<file path="src/rtl/lkg_pkg.sv">
package lkg_pkg;

   typedef enum logic [2:0] {
      CMD_WR_CODE = 3'd0,
      CMD_RD_CODE = 3'd1,
      CMD_WR_LOCK = 3'd2,
      CMD_RD_LOCK = 3'd3,
      CMD_RD_VER  = 3'd4,
      CMD_VFY2    = 3'd5
   } cmd_e;

   typedef enum logic [1:0] {
      LVL_OPEN    = 2'd0,
      LVL_NOWRITE = 2'd1,
      LVL_NOREAD  = 2'd2,
      LVL_SEALED  = 2'd3
   } lvl_e;

   // lock bits are active low: the level is their inverse
   function automatic lvl_e lock_to_level(input logic [1:0] lk);
      return lvl_e'(~lk);
   endfunction

endpackage

</file>
<file path="src/rtl/lkg_lock_store.sv">
module lkg_lock_store
   import lkg_pkg::*;
(
   input  logic       clk,
   input  logic       rst_n,
   input  logic       erase,
   input  logic       wr_en,
   input  logic [1:0] wr_bits,
   output logic [1:0] lock_q,
   output lvl_e       level
);

   // non-volatile: not cleared by rst_n, only by erase
   always_ff @(posedge clk) begin
      if (erase)
         lock_q <= 2'b11;
      else if (rst_n && wr_en)
         lock_q <= lock_q & wr_bits;
   end

   assign level = lock_to_level(lock_q);

endmodule

</file>
<file path="src/rtl/lkg_prog_gate.sv">
module lkg_prog_gate
   import lkg_pkg::*;
#(
   parameter int ADDR_W  = 16,
   parameter int DATA_W  = 8,
   parameter int VERSION = 8'h5C
) (
   input  logic              clk,
   input  logic              rst_n,
   input  lvl_e              level,
   input  logic [1:0]        lock_q,
   input  logic              req,
   input  logic [2:0]        mode,
   input  logic [ADDR_W-1:0] addr,
   input  logic [DATA_W-1:0] wdata,
   output logic [DATA_W-1:0] rdata,
   output logic              err,
   output logic              lock_wr,
   output logic              mem_wr_en,
   output logic              mem_rd_en,
   output logic [ADDR_W-1:0] mem_addr,
   output logic [DATA_W-1:0] mem_wdata,
   input  logic [DATA_W-1:0] mem_rdata
);

   localparam logic [DATA_W-1:0] VER_WORD = DATA_W'(VERSION);

   if (DATA_W < 2) begin : g_bad_width
      $error("lkg_prog_gate: DATA_W must hold the two lock bits");
   end

   logic [DATA_W-1:0] lock_word;
   if (DATA_W > 2) begin : g_pad
      assign lock_word = {{(DATA_W-2){1'b0}}, lock_q};
   end else begin : g_nopad
      assign lock_word = lock_q;
   end

   logic wr_ok, rd_ok;
   logic [DATA_W-1:0] rdata_d;

   always_comb begin
      wr_ok = (level == LVL_OPEN);
      unique case (mode)
         CMD_RD_CODE: rd_ok = (level == LVL_OPEN);
         CMD_VFY2:    rd_ok = (level == LVL_OPEN) || (level == LVL_NOWRITE);
         default:     rd_ok = 1'b0;
      endcase
      case (mode)
         CMD_RD_CODE, CMD_VFY2: rdata_d = rd_ok ? mem_rdata : '1;
         CMD_RD_LOCK:           rdata_d = lock_word;
         CMD_RD_VER:            rdata_d = VER_WORD;
         default:               rdata_d = '1;
      endcase
   end

   assign mem_addr  = addr;
   assign mem_wdata = wdata;
   assign mem_wr_en = req && (mode == CMD_WR_CODE) && wr_ok;
   assign mem_rd_en = req && rd_ok;
   assign lock_wr   = req && (mode == CMD_WR_LOCK);

   always_ff @(posedge clk) begin
      if (!rst_n) begin
         rdata <= '0;
         err   <= 1'b0;
      end else begin
         err <= req && (mode == CMD_WR_CODE) && !wr_ok;
         if (req)
            rdata <= rdata_d;
      end
   end

endmodule

</file>
<file path="src/rtl/lkg_fetch_gate.sv">
module lkg_fetch_gate
   import lkg_pkg::*;
#(
   parameter int ADDR_W     = 16,
   parameter int CODE_BOUND = 16384
) (
   input  logic              clk,
   input  logic              rst_n,
   input  logic              ea_pin,
   input  lvl_e              level,
   input  logic [ADDR_W-1:0] fetch_addr,
   input  logic              fetch_movc,
   input  logic              fetch_from_ext,
   output logic              fetch_ext,
   output logic              fetch_deny
);

   localparam logic [ADDR_W:0] BOUND_W = (ADDR_W+1)'(CODE_BOUND);

   if (CODE_BOUND < 1 || CODE_BOUND > (1 << ADDR_W)) begin : g_bad_bound
      $error("lkg_fetch_gate: CODE_BOUND outside address space");
   end

   logic ea_lat, ea_eff, above;

   // sampled on every clock while reset is held
   always_ff @(posedge clk) begin
      if (!rst_n)
         ea_lat <= ea_pin;
   end

   if (CODE_BOUND == (1 << ADDR_W)) begin : g_full_internal
      assign above = 1'b0;
   end else begin : g_compare
      assign above = ({1'b0, fetch_addr} >= BOUND_W);
   end

   always_comb begin
      unique case (level)
         LVL_OPEN:   ea_eff = ea_pin;
         LVL_SEALED: ea_eff = 1'b1;
         default:    ea_eff = ea_lat;
      endcase
   end

   assign fetch_ext  = above || !ea_eff;
   assign fetch_deny = fetch_movc && fetch_from_ext && !fetch_ext
                       && (level != LVL_OPEN);

endmodule

</file>
<file path="src/rtl/lock_guard.sv">
module lock_guard
   import lkg_pkg::*;
#(
   parameter int ADDR_W     = 16,
   parameter int DATA_W     = 8,
   parameter int CODE_BOUND = 16384,
   parameter int VERSION    = 8'h5C
) (
   input  logic              clk,
   input  logic              rst_n,
   input  logic              ea_pin,
   input  logic              array_erase,
   input  logic              prog_valid,
   input  logic [2:0]        prog_mode,
   input  logic [ADDR_W-1:0] prog_addr,
   input  logic [DATA_W-1:0] prog_wdata,
   output logic [DATA_W-1:0] prog_rdata,
   output logic              prog_err,
   output logic              mem_wr_en,
   output logic              mem_rd_en,
   output logic [ADDR_W-1:0] mem_addr,
   output logic [DATA_W-1:0] mem_wdata,
   input  logic [DATA_W-1:0] mem_rdata,
   input  logic [ADDR_W-1:0] fetch_addr,
   input  logic              fetch_movc,
   input  logic              fetch_from_ext,
   output logic              fetch_ext,
   output logic              fetch_deny
);

   logic [1:0] lock_q;
   lvl_e       level;
   logic       lock_wr;
   logic       req;

   assign req = prog_valid && rst_n;

   lkg_lock_store store_i (
      .clk     (clk),
      .rst_n   (rst_n),
      .erase   (array_erase),
      .wr_en   (lock_wr),
      .wr_bits (prog_wdata[1:0]),
      .lock_q  (lock_q),
      .level   (level)
   );

   lkg_prog_gate #(
      .ADDR_W  (ADDR_W),
      .DATA_W  (DATA_W),
      .VERSION (VERSION)
   ) prog_i (
      .clk       (clk),
      .rst_n     (rst_n),
      .level     (level),
      .lock_q    (lock_q),
      .req       (req),
      .mode      (prog_mode),
      .addr      (prog_addr),
      .wdata     (prog_wdata),
      .rdata     (prog_rdata),
      .err       (prog_err),
      .lock_wr   (lock_wr),
      .mem_wr_en (mem_wr_en),
      .mem_rd_en (mem_rd_en),
      .mem_addr  (mem_addr),
      .mem_wdata (mem_wdata),
      .mem_rdata (mem_rdata)
   );

   lkg_fetch_gate #(
      .ADDR_W     (ADDR_W),
      .CODE_BOUND (CODE_BOUND)
   ) fetch_i (
      .clk            (clk),
      .rst_n          (rst_n),
      .ea_pin         (ea_pin),
      .level          (level),
      .fetch_addr     (fetch_addr),
      .fetch_movc     (fetch_movc),
      .fetch_from_ext (fetch_from_ext),
      .fetch_ext      (fetch_ext),
      .fetch_deny     (fetch_deny)
   );

endmodule

</file>
<file path="config.mk">
export PLATFORM = sky130hd
export DESIGN_NAME = lock_guard
export DESIGN_NICKNAME = d
export VERILOG_FILES = /design/src/rtl/lkg_pkg.sv /design/src/rtl/lkg_lock_store.sv /design/src/rtl/lkg_prog_gate.sv /design/src/rtl/lkg_fetch_gate.sv /design/src/rtl/lock_guard.sv
export SDC_FILE = /design/constraint.sdc
export NUM_CORES = 1
export LEC_CHECK = 0
export BUFFER_PORTS_ARGS = -buffer_cell sky130_fd_sc_hd__buf_2
export CAP_MARGIN = 0
export CELL_PAD_IN_SITES_DETAIL_PLACEMENT = 0
export CELL_PAD_IN_SITES_GLOBAL_PLACEMENT = 1
export CORE_MARGIN = 2
export CORE_UTILIZATION = 20
export CTS_CLUSTER_DIAMETER = 40
export DETAILED_ROUTE_END_ITERATION = 6
export PLACE_DENSITY_LB_ADDON = 0.12
export SYNTH_ARGS = -nofsm -noshare
export SYNTH_HDL_FRONTEND = slang
export SYNTH_SLANG_ARGS = --single-unit
</file>
<file path="constraint.sdc">
create_clock -name clk -period 1.8 [get_ports clk]
set_clock_uncertainty 0.2 [all_clocks]
set_input_delay 0.18 -clock clk [delete_from_list [all_inputs] [get_ports clk]]
set_output_delay 0.18 -clock clk [all_outputs]
set_load 0.02 [all_outputs]
</file>
=== Word-level counts from Yosys, hierarchy flattened ===
Index checks and enable logic that the tools add are counted.

* $lt $le $gt $ge: 1
* Equality and inequality tests: 7
* Multiplexer cells: 4
* Bitwise gates (word level): 2
* Reduce and logical (&&, ||, !) cells: 19

{| class="wikitable"
|+ Operators by type and width
! operator !! number
|-
| $pmux 8 s3 || 1
|-
| $ge 16x15->1 const B || 1
|-
| $logic_and 1x1->1 || 10
|-
| $mux 8 || 1
|-
| $eq 3x2->1 const B || 2
|-
| $eq 3x3->1 const B || 2
|-
| $pmux 1 s2 || 2
|-
| $eq 3x1->1 const B || 1
|-
| $logic_not 1->1 || 3
|-
| $logic_not 3->1 || 1
|-
| $and 2x2->2 || 1
|-
| $eq 2x1->1 const B || 1
|-
| $eq 2x2->1 const B || 1
|-
| $logic_not 2->1 || 1
|-
| $logic_or 1x1->1 || 2
|-
| $not 2->2 || 1
|-
| $reduce_bool 2->1 || 1
|-
| $reduce_or 2->1 || 1
|}

* Register bits after elaboration: 12
* Input port bits: 58
* Logic and storage cells: 37

=== Longest topological paths before layout ===
* Word-level depth: 8
* Gate-level depth with buffers: 5
* Depth with buffers taken out: 5

=== Cells and area by module ===
From an unflattened synthesis, not the netlist that was laid out.

* Cells, all modules: 100
* Area, all modules: 843.3 sq um

{| class="wikitable"
|+ By module, submodules not included
! module !! times used !! cells each !! area an instance (sq um)
|-
| lkg_prog_gate || 1 || 77 || 646.9
|-
| lkg_fetch_gate || 1 || 12 || 115.1
|-
| lkg_lock_store || 1 || 10 || 75.1
|-
| lock_guard || 1 || 1 || 6.3
|}

=== Worst setup path after synthesis ===
Ideal clock, no wire load.

* Path type: register to output
* From: reg store_i.lock_q[0]
* To: out fetch_deny
* Data arrival time: 1.521 ns
* Data required time: 1.420 ns
* Setup slack: -0.101 ns
* Stages on the path, launching flop included: 6
* Path buffers: 0
* Cells stage by stage: dfxtp_1 -> inv_1 -> ha_1 -> nor2_1 -> nand4bb_1 -> nor4_1

* Word-level cells in the longest chain between the ends: 8

{| class="wikitable"
|+ RTL lines
! item !! line !! text
|-
| from (decl) || lkg_lock_store.sv:9 || <nowiki>output logic [1:0] lock_q,</nowiki>
|-
| from (signal assigned) || lkg_lock_store.sv:18 || <nowiki>lock_q <= lock_q & wr_bits;</nowiki>
|-
| $not 2->2 (*) || lkg_pkg.sv:21 || <nowiki>return lvl_e'(~lk);</nowiki>
|-
| $eq 2x2->1 or $logic_not 2->1 (tied branches) || lkg_fetch_gate.sv:39 || <nowiki>unique case (level)</nowiki>
|-
| $pmux 1 s2 || lkg_fetch_gate.sv:39 ||
|-
| $logic_not 1->1 || lkg_fetch_gate.sv:46 || <nowiki>assign fetch_ext = above || !ea_eff;</nowiki>
|-
| $logic_or 1x1->1 || lkg_fetch_gate.sv:46 ||
|-
| $logic_not 1->1 || lkg_fetch_gate.sv:47 || <nowiki>assign fetch_deny = fetch_movc && fetch_from_ext && !fetch_ext</nowiki>
|-
| $logic_and 1x1->1 || lkg_fetch_gate.sv:47 ||
|-
| $logic_and 1x1->1 (*) || lkg_fetch_gate.sv:48 || <nowiki>&& (level != LVL_OPEN);</nowiki>
|-
| to (decl) || lock_guard.sv:28 || <nowiki>output logic fetch_deny</nowiki>
|}

Mark *: on every way between the ends. The rest lies on a longest branch, timed or not.

=== Worst setup path in the final report ===
* From: reg store_i.lock_q[1]
* To: out fetch_ext

* Word-level cells in the longest chain between the ends: 5

{| class="wikitable"
|+ RTL lines
! item !! line !! text
|-
| $not 2->2 (*) || lkg_pkg.sv:21 ||
|-
| $eq 2x2->1 or $logic_not 2->1 (tied branches) || lkg_fetch_gate.sv:39 ||
|-
| $pmux 1 s2 (*) || lkg_fetch_gate.sv:39 ||
|-
| $logic_not 1->1 (*) || lkg_fetch_gate.sv:46 ||
|-
| $logic_or 1x1->1 (*) || lkg_fetch_gate.sv:46 ||
|-
| to (decl) || lock_guard.sv:27 || <nowiki>output logic fetch_ext,</nowiki>
|}

Marked as above.

==> flow_summary.ini <==
[worst_setup_path]
path_cells = inv_2 -> ha_4 -> nor2b_4 -> a2111o_1 -> buf_6
cp.required_ns = 1.42
crit_slowest_cell = dfxtp_4
ff2ff_setup_slack_ns = 0.26
arrival_ns = 1.51
timing.rr.end = prog_i.rdata[2]
crit_path_start_kind = flip-flop
crit_start = store_i.lock_q[1]
crit_fanout = 4
worstRegToRegCells = 6
timing.rr.start = store_i.lock_q[1]
endpoint = fetch_ext
slowest_delay_ns = 0.36
end_kind = primary output
worstSetupPathType = reg -> out

[die]
fp.dieW_um = 67.0
die-area_um2 = 4490
rows = 22
pin_count = 95
initial_utilization_pct = 21.2
die_h_um = 67.0
core-area_um2 = 3740

[clock_tree]
cts_tree = built
clockBufferDepth = 2
cts_buffers = 3
root_buffer = clkbuf_8
clk_pin_slew_ns = 0.06
cts_htree_levels = 1
clock_sinks = 12
clk_latency_ns = 0.24

[route]
drt_iter0_markers = 9
drc_errors = 0
first_pass_iters = 4
final_antenna_net_count = 0
routed_wl_mm = 2.05
vias_per_cell = 4.27
vias = 696
wl_per_cell_um = 12.6

[final_layout]
instances_no_fill = 163
fin_nets = 177
finalInstanceArea_um2 = 1000
area_growth_pct = 26.2
drive_above_1_share_pct = 49.6
antenna_cells = 0

[sta]
final-setup-viol-count = 2
drv_slew = 0
relSlewSlack_pct = 76.2
max_clock_freq_ghz = 0.529
rsz0062_at_grt = yes
setup_ws_ns = -0.0906
finalCritPeriodShare_pct = 105
timing.final.crit_period_ns = 1.89
worst_pin_slew_ns = 0.357
hold_viol = 0

[synth]
syn_area_per_cell_um2 = 8.26
yosysWarnings = 0
syn_nets = 157
ys_seq_area_share_pct = 31.5
ys_types = 25
netlist_instances = 96
ys_ff_latch = 12
synth.cell_area_um2 = 793

[worst_hold_path]
hold_class = in -> reg

[grt]
grt_max_degree = 14
antenna_found_initial = 0
overflow = 0
first_global_vias = 738
grt_pass1_wl_mm = 3.31
grt.total_usage_pct = 9.96

[place]
gp_congestion = 0.618
portBuffers = 36
dp.cells = 155
hpwlAfterDp_mm = 1.52
placed_cell_area_um2 = 860

[flow_run]
cap_violations = 0

[run_status]
violations = negative setup slack
outcome = finished, violations left

[power]
ir_drop_uv = 219
p_leak_nw = 0.435
pwr_density_cell_nw_per_um2 = 720
Yosys cell counts:
master	count	area, um2
nand2b_1	2	12.5
a21oi_2	1	8.76
a2111o_1	1	11.3
nand3b_1	2	15.0
edfxtp_1	1	30.0
nor4_1	1	6.26
nor2b_1	1	6.26
nor2b_2	1	8.76
nand4bb_1	1	11.3
and4bb_2	1	12.5
o21ai_0	18	90.1
a21oi_1	8	40.0
buf_4	24	180
buf_2	2	10.0
a31oi_1	2	12.5
ha_1	3	37.5
a21o_1	2	15.0
nor3b_1	2	15.0
nand3_1	2	10.0
nand2_1	2	7.51
clkbuf_2	1	5.00
inv_1	3	11.3
dfxtp_1	11	220
nor3_1	1	5.00
nor2_1	3	11.3
stage by stage:
stage	power (mW)	setup slack (ns)	hold slack, ns	util, %	setup TNS (ns)
detailed placement	0.421	0.0837	0.160	23.0	0
floorplan	0.437	0.118	0.0660	-	0
global route	0.758	-0.164	0.0377	26.7	-0.296
CTS	0.734	-0.0828	0.0247	26.2	-0.181
finish	0.721	-0.0906	0.0264	26.7	-0.144
global placement	0.420	0.0848	0.160	23.0	0
registers in the layout (all words and copies together) (netlist names):
register,flops
prog_i.rdata,8
store_i.lock_q,2
fetch_i.ea_lat,1
prog_i.err,1
what timing repair did:
item	4_1_cts	5_1_grt
endpoints found under the setup margin	3	3
pin swaps	2	1
setup buffers	2	0
endpoints found under the hold margin	3	0
gates resized for setup	10	5
hold buffers	2	0
cells in the final DEF, fill, tap and decap left out, types with 2 or more instances in the layout:
master | Yosys | final
o21ai_0 | 18 | 18
nor2_1 | 3 | 2
a31oi_1 | 2 | 2
a21o_1 | 2 | 2
nand3b_1 | 2 | 2
clkbuf_8 | 0 | 4
nand2_1 | 2 | 2
a21oi_1 | 8 | 8
inv_2 | 0 | 2
dlygate4sd3_1 | 0 | 2
nand2b_1 | 2 | 2
buf_2 | 2 | 34
dfxtp_1 | 11 | 9
buf_4 | 24 | 5
nand3_1 | 2 | 2
logic make-up after synthesis:
| group | after synthesis | synth area share [%] |
|---|---|---|
| compound gates | 32 | 22.4 |
| fa+ha+maj | 3 | 4.73 |
| buf+inv | 30 | 26.0 |
| flops | 12 | 31.5 |
| simple gates | 19 | 15.3 |
area by class of cell:
class	instances	area, um2
Clock buffer	4	55.1
Inverter	3	11.3
Sequential cell	12	255
Timing Repair Buffer	42	239
Tap cell	48	60.1
Multi-Input combinational cell	54	380
Fill cell	426	2740
worst max-delay path: cells and delay by family, from the launching register on:
family          cells  cell delay [ns]
fa+ha+maj           1             0.23
flops               1             0.36
compound gates      1             0.36
buf+inv             2             0.19
simple gates        1             0.13
power by group:
| part | switching (mW) | internal, mW | total, mW |
|---|---|---|---|
| combinational | 0.0738 | 0.0546 | 0.128 |
| sequential | 0.00873 | 0.285 | 0.294 |
| clock | 0.105 | 0.193 | 0.298 |
routing by layer:
layer / wire, um / share of wire, % / global-route usage, %
met5: 0 / 0 / 0
met1: 892 / 44 / 11.7
met2: 918 / 45 / 16.1
met4: 33 / 1.6 / 5.36
met3: 201 / 9.8 / 3.04
worst min-delay path by stage:
stage	from	end	cells after the start
final	prog_mode[1]	prog_i.err	2
after global routing	prog_mode[1]	prog_i.err	2
after CTS	prog_mode[1]	prog_i.err	2
after detailed placement	prog_addr[0]	mem_addr[0]	0
after global placement	prog_addr[0]	mem_addr[0]	0
after floorplan	array_erase	store_i.lock_q[0]	1
Power figures use the tool's default switching activity.
